### src/rtl/pwm4_pkg.sv
package pwm4_pkg;
    localparam int NCH   = 4;   // channels
    localparam int NPAIR = NCH / 2;
    localparam int DW    = 8;   // data / counter width
    localparam int NW    = 3;   // prescaler exponent width
    localparam int AW    = 4;   // address width

    localparam int A_CLK = 0;
    localparam int A_POL = 1;
    localparam int A_EN  = 2;
    localparam int A_SCL = 3;   // A_SCL + pair
    localparam int A_PER = 8;   // A_PER + channel
    localparam int A_DTY = 12;  // A_DTY + channel

    typedef struct packed {
        logic [DW-1:0]             clkcfg;
        logic [DW-1:0]             polsel;
        logic [NCH-1:0]            en;
        logic [NPAIR-1:0][DW-1:0]  scale;
        logic [NCH-1:0][DW-1:0]    per;
        logic [NCH-1:0][DW-1:0]    dty;
    } regs_t;
endpackage

### src/rtl/pwm4_regs.sv
module pwm4_regs
    import pwm4_pkg::*;
(
    input  logic                       clk,
    input  logic                       rst_n,
    input  logic                       wr_en,
    input  logic [AW-1:0]              wr_addr,
    input  logic [DW-1:0]              wr_data,
    output logic [NPAIR-1:0][NW-1:0]   n_pair,
    output logic [NPAIR-1:0][DW-1:0]   m_pair,
    output logic [NCH-1:0]             pol,
    output logic [NCH-1:0]             sel,
    output logic [NCH-1:0]             en,
    output logic [NCH-1:0][DW-1:0]     per,
    output logic [NCH-1:0][DW-1:0]     dty
);
    regs_t r_d, r_q;

    always_comb begin
        r_d = r_q;
        if (wr_en) begin
            if (wr_addr == AW'(A_CLK)) r_d.clkcfg = wr_data;
            if (wr_addr == AW'(A_POL)) r_d.polsel = wr_data;
            if (wr_addr == AW'(A_EN))  r_d.en     = wr_data[NCH-1:0];
            for (int p = 0; p < NPAIR; p++) begin
                if (wr_addr == AW'(A_SCL + p)) r_d.scale[p] = wr_data;
            end
            for (int i = 0; i < NCH; i++) begin
                if (wr_addr == AW'(A_PER + i)) r_d.per[i] = wr_data;
                if (wr_addr == AW'(A_DTY + i)) r_d.dty[i] = wr_data;
            end
        end
    end

    always_ff @(posedge clk or negedge rst_n) begin
        if (!rst_n) r_q <= '0;
        else        r_q <= r_d;
    end

    // pair p exponent: pair 0 in the upper field, pair 1 in the lower
    for (genvar p = 0; p < NPAIR; p++) begin : g_pair
        assign n_pair[p] = r_q.clkcfg[(NPAIR-1-p)*NW +: NW];
        assign m_pair[p] = r_q.scale[p];
    end

    assign pol = r_q.polsel[NCH-1:0];
    assign sel = r_q.polsel[2*NCH-1:NCH];
    assign en  = r_q.en;
    assign per = r_q.per;
    assign dty = r_q.dty;
endmodule

### src/rtl/pwm4_clkgen.sv
module pwm4_clkgen #(
    parameter int DW = 8,
    parameter int NW = 3
) (
    input  logic          clk,
    input  logic          rst_n,
    input  logic [NW-1:0] n,
    input  logic [DW-1:0] m,
    output logic          pre_tick,
    output logic          sc_tick
);
    localparam int PW = (1 << NW) - 1;

    typedef struct packed {
        logic [PW-1:0] pre;
        logic [DW-1:0] sc;
        logic          half;
    } cg_t;

    cg_t s_d, s_q;
    logic [PW-1:0] mask;

    always_comb begin
        mask     = (PW'(1) << n) - PW'(1);
        pre_tick = (s_q.pre & mask) == mask;
        sc_tick  = pre_tick && (s_q.sc >= m) && s_q.half;
        s_d      = s_q;
        s_d.pre  = s_q.pre + PW'(1);
        if (pre_tick) begin
            if (s_q.sc >= m) begin
                s_d.sc   = '0;
                s_d.half = ~s_q.half;
            end else begin
                s_d.sc = s_q.sc + DW'(1);
            end
        end
    end

    always_ff @(posedge clk or negedge rst_n) begin
        if (!rst_n) s_q <= '0;
        else        s_q <= s_d;
    end

    // with no division every system clock is a prescaled tick
    p_pre_every_clk_r1: assert property (@(posedge clk) disable iff (!rst_n)
        (n == '0) |-> pre_tick);

    // the divide-by-two stage flips each time the scaler wraps
    p_half_flips_r2: assert property (@(posedge clk) disable iff (!rst_n)
        (pre_tick && s_q.sc == m) |=> (s_q.half != $past(s_q.half)));
endmodule

### src/rtl/pwm4_chan.sv
module pwm4_chan #(
    parameter int DW = 8
) (
    input  logic          clk,
    input  logic          rst_n,
    input  logic          en,
    input  logic          pol,
    input  logic          tick,
    input  logic [DW-1:0] per,
    input  logic [DW-1:0] dty,
    output logic          out
);
    typedef struct packed {
        logic [DW-1:0] cnt;
        logic [DW-1:0] per_sh;
        logic [DW-1:0] dty_sh;
    } ch_t;

    ch_t c_d, c_q;
    logic wrap;

    always_comb begin
        c_d  = c_q;
        wrap = tick && (c_q.cnt >= c_q.per_sh);
        if (!en) begin
            c_d.cnt    = '0;
            c_d.per_sh = per;
            c_d.dty_sh = dty;
        end else if (wrap) begin
            c_d.cnt    = '0;
            c_d.per_sh = per;
            c_d.dty_sh = dty;
        end else if (tick) begin
            c_d.cnt = c_q.cnt + DW'(1);
        end
        out = (en && c_q.cnt <= c_q.dty_sh) ? pol : ~pol;
    end

    always_ff @(posedge clk or negedge rst_n) begin
        if (!rst_n) c_q <= '0;
        else        c_q <= c_d;
    end

    // the count stays within the period in use
    p_cnt_in_range_r5: assert property (@(posedge clk) disable iff (!rst_n)
        en |-> (c_q.cnt <= c_q.per_sh));

    // the tick at the top of the period returns the count to zero
    p_wrap_to_zero_r5: assert property (@(posedge clk) disable iff (!rst_n)
        (en && tick && c_q.cnt == c_q.per_sh) |=> (c_q.cnt == '0));

    // a disabled channel holds its count at zero
    p_idle_count_r6: assert property (@(posedge clk) disable iff (!rst_n)
        !en |=> (c_q.cnt == '0));

    // shadow values only move at a period boundary while running
    p_shadow_hold_r7: assert property (@(posedge clk) disable iff (!rst_n)
        (en && !(tick && c_q.cnt == c_q.per_sh)) |=>
            ($stable(c_q.per_sh) && $stable(c_q.dty_sh)));
endmodule

### src/rtl/pwm4_top.sv
module pwm4_top
    import pwm4_pkg::*;
(
    input  logic           clk,
    input  logic           rst_n,
    input  logic           wr_en,
    input  logic [3:0]     wr_addr,
    input  logic [7:0]     wr_data,
    output logic [3:0]     pwm_o
);
    logic [NPAIR-1:0][NW-1:0] n_pair;
    logic [NPAIR-1:0][DW-1:0] m_pair;
    logic [NCH-1:0]           pol, sel, en;
    logic [NCH-1:0][DW-1:0]   per, dty;
    logic [NPAIR-1:0]         pre_tick, sc_tick;

    pwm4_regs u_regs (
        .clk     (clk),
        .rst_n   (rst_n),
        .wr_en   (wr_en),
        .wr_addr (wr_addr),
        .wr_data (wr_data),
        .n_pair  (n_pair),
        .m_pair  (m_pair),
        .pol     (pol),
        .sel     (sel),
        .en      (en),
        .per     (per),
        .dty     (dty)
    );

    for (genvar p = 0; p < NPAIR; p++) begin : g_clk
        pwm4_clkgen #(.DW(DW), .NW(NW)) u_clkgen (
            .clk      (clk),
            .rst_n    (rst_n),
            .n        (n_pair[p]),
            .m        (m_pair[p]),
            .pre_tick (pre_tick[p]),
            .sc_tick  (sc_tick[p])
        );
    end

    for (genvar i = 0; i < NCH; i++) begin : g_ch
        logic tick_i;
        assign tick_i = sel[i] ? sc_tick[i/2] : pre_tick[i/2];

        pwm4_chan #(.DW(DW)) u_chan (
            .clk   (clk),
            .rst_n (rst_n),
            .en    (en[i]),
            .pol   (pol[i]),
            .tick  (tick_i),
            .per   (per[i]),
            .dty   (dty[i]),
            .out   (pwm_o[i])
        );

        // a disabled channel shows the inverse of its polarity bit
        p_off_level_r6: assert property (@(posedge clk) disable iff (!rst_n)
            !en[i] |-> (pwm_o[i] == ~pol[i]));

        // a scaled tick only ever lands on a prescaled tick
        p_sc_on_pre_r2: assert property (@(posedge clk) disable iff (!rst_n)
            (sel[i] && tick_i) |-> pre_tick[i/2]);
    end
endmodule

### config.mk
export PLATFORM = sky130hd
export DESIGN_NAME = pwm4_top
export DESIGN_NICKNAME = d
export VERILOG_FILES = /design/src/rtl/pwm4_pkg.sv /design/src/rtl/pwm4_regs.sv /design/src/rtl/pwm4_clkgen.sv /design/src/rtl/pwm4_chan.sv /design/src/rtl/pwm4_top.sv
export SDC_FILE = /design/constraint.sdc
export NUM_CORES = 1
export LEC_CHECK = 0
export ABC_AREA = 1
export BUFFER_PORTS_ARGS = -buffer_cell sky130_fd_sc_hd__buf_2
export CAP_MARGIN = 20
export CORE_MARGIN = 10
export CORE_UTILIZATION = 34
export CTS_CLUSTER_DIAMETER = 30
export DETAILED_ROUTE_END_ITERATION = 12
export HOLD_SLACK_MARGIN = 0.06
export SYNTH_ARGS = -nofsm -noshare
export SYNTH_HDL_FRONTEND = slang
export SYNTH_SLANG_ARGS = --single-unit
### constraint.sdc
create_clock -name clk -period 2.6 [get_ports clk]
set_input_delay 0.52 -clock clk [delete_from_list [all_inputs] [get_ports clk]]
set_output_delay 0.52 -clock clk [all_outputs]
set_load 0.005 [all_outputs]
==> metrics.txt <==
Residual DRC 0; Nets 1631; n_diodes 0; fmax 385.6 MHz; 1st-iter DRT viols 543; WL final 29170 µm; vias in the first global route 9652; Cell variety after synth 36; CP Cell Sequence inv_1 > ha_4 > nand2_2 > inv_2 > o21ai_1 > nand2_1 > o22ai_1 > nand2_1 > xor2_2 > buf_2; area grow syn2layout 28.15%; TritonCTS clock tree built; Seq/Total Area, Yosys 0.4710; gr busiest metal met2; leakage 7.825 nW; Multi-input gate area 5791 µm²; total core area 34710 µm²; setup skew after layout 0.02160 ns; Synth top area share 0.4710; Peak VDD IR 541.9 µV; Final Max Tran Viols 0; most used cell, CP nand2_1; largest net degree at the start of global routing 80; Post-Syn Area 12010 µm²; Die Wd 207.9 µm; Crit Path Max Fanout 2; final-report hold violation count 0; final worst path period share 0.9975; initial antenna violation count 2; final worst slack 0.006555 ns; Worst-Skew Late Latency 0.56 ns; GRT Overall Usage 0.1313; CTS buffer count 55; Tot Pwr 16.52 mW; Core Rows 68; synth top area cells dfrtp_1, nand2_1, ha_1; Hold/Removal Path Class reg2reg; grt total ovfl 0; Slowest-stage cell, CP dfrtp_1; I/O Buffers 18; overall die area 43230 µm²; # setup viols final 0; count of mapped cells out of synthesis 1423; Top-Level Pins 19; synthesized area per cell 8.437 µm²; Crit path max-delay family flip-flops; die height 207.9 µm; DRT antenna net count 0; WP data arrival 2.07 ns; first-pass iteration count of the detailed router 5; first-pass GRT wire length 48140 µm; clk sink count 226; Initial Util 0.3459; Avg Vias per Cell 4.800; Setup CP Type reg2out; CTS clk-pin slew, worst paths 0.05 ns; Slew HR 0.4921; clock tree buffer depth 3; Startpoint Class flip-flop; global placement routability congestion 0.7962; met1 Use GR 0.1686; Register Area 5684 µm²; Worst Max-Slew Pin Slew 0.7610 ns; WP buf/inv 3; PwrDens 1074 nW/µm²; hpwl dp 18690 µm; share of layout cells above drive strength 1 0.1994; syn nets 1528; Final Util 0.4432; RSZ-0062 raised after global routing yes; CP endpoint kind primary output; met3 Track Usage GR 0.03160; most common cell after layout, fill and taps aside nand2_1; Root Buffer clkbuf_16; outcome finished, final reports clean; max_cap viols 0; min cycle time layout 2.593 ns; Yosys warning total 0; Seq cells post-synth 226; pre-CTS setup slack 0.06555 ns; CTS H-tree depth 2; leading area contributor after synthesis dfrtp_1; Worst EP required 2.08 ns; drt wl/cell 14.41 µm; CP peak stage delay 0.37 ns; commonest non-fill, non-tap cells in the layout nand2_1, dfrtp_1, inv_1, nand3_1, o21ai_0; fill count 3344; vias 9720; met2 Use GR 0.2142
[where the power goes]
| part | internal [mW] | switching [mW] | leakage, nW |
|---|---|---|---|
| combinational | 1.70 | 2.57 | 4.01 |
| sequential | 4.39 | 0.650 | 2.86 |
| clock | 5.06 | 2.15 | 0.961 |
| total | 11.2 | 5.37 | 7.83 |
[Yosys cell counts]
cell type,n
a21oi_1,48
nand2_2,8
a21o_1,2
nand3_1,106
or2_2,1
o21a_1,1
buf_6,4
dfrtp_1,226
nor2_8,1
nand2_1,402
o31ai_1,4
o211ai_1,5
o21ai_0,107
inv_1,164
nor3_1,16
nand4_1,43
a21oi_4,2
nor2_1,63
a22o_1,1
buf_12,2
nor4_1,5
ha_1,90
nand3b_1,3
o22ai_1,1
clkbuf_1,27
buf_2,5
xnor2_1,9
a31oi_1,1
nor2_2,2
xor2_1,32
a211oi_1,2
nand3_4,1
nand3_2,20
buf_4,10
o21ai_2,2
inv_2,7
[metal layers]
metal / wire, µm / share of wire / vias to the layer above
met5: 31 / 0.0011 / -
met4: 524 / 0.018 / 4
met3: 1292 / 0.044 / 44
met2: 13690 / 0.47 / 168
met1: 13640 / 0.47 / 4634
li1: - / - / 4870
[kinds of logic (layout without fill, tap and decap cells)]
| group | after synthesis | count (layout) | synth area share |
|---|---|---|---|
| AND/OR/NAND/NOR | 671 | 671 | 0.2486 |
| flip-flops | 226 | 226 | 0.4710 |
| buffers and inverters | 219 | 366 | 0.07732 |
| AO/OA/AOI/OAI | 176 | 176 | 0.07930 |
| adder cells (fa/ha/maj) | 90 | 90 | 0.09379 |
| XOR/XNOR | 41 | 41 | 0.02991 |
[timing repair]
| item | in CTS | in global routing |
|---|---|---|
| endpoints found under the setup margin | 4 | 84 |
| hold buffers | 1 | 0 |
| pin swaps | 9 | 31 |
| buffers inserted | 22 | 21 |
| resized for setup | 43 | 53 |
| hold endpoints to repair | 73 | 0 |
[stage by stage]
stage          area (µm²)  std cells  hold WS [ns]  TNS, ns
3_3_place_gp        12670       1880        0.4548        0
4_1_cts             14950       2004        0.4664  -0.1187
2_1_floorplan       12010       1423        0.2244        0
6_report            15390       2025        0.4623        0
3_5_place_dp        12670       1880        0.4572        0
5_1_grt             15390       2025        0.4866  -0.5323
[state kept, by name, indices dropped and copies added, names as in the netlist]
signal	cells
u_regs.en	4
u_regs.m_pair	16
u_regs.per	32
u_regs.n_pair	6
g_clk.u_clkgen.s_q	32
u_regs.pol	4
u_regs.sel	4
u_regs.dty	32
g_ch.u_chan.c_q	96
[worst paths after layout]
check | start | slack (ns) | cells after the start | endpoint
worst max register to register | u_regs.n_pair[2] | 0.20 | 14 | g_ch[1].u_chan.c_q[13]
worst max-delay path | g_ch[1].u_chan.c_q[6] | 0.007 | 10 | pwm_o[1]
worst min register to register | g_clk[1].u_clkgen.s_q[14] | 0.46 | 1 | g_clk[1].u_clkgen.s_q[14]
worst min-delay path | g_clk[1].u_clkgen.s_q[14] | 0.46 | 1 | g_clk[1].u_clkgen.s_q[14]
max in group asynchronous | rst_n | 1.31 | 3 | g_ch[0].u_chan.c_q[21]
min in group asynchronous | rst_n | 0.56 | 2 | g_ch[3].u_chan.c_q[23]
[cell type report]
class,instances,share of cell area
clock buffers,69,0.1001
clock inverters,32,0.02871
inverters,171,0.04172
multi-input cells,978,0.3764
flip-flops and latches,226,0.3694
well taps,455,0.03700
repair buffers,94,0.04668
Note: power is estimated with default switching activity, not from simulation.
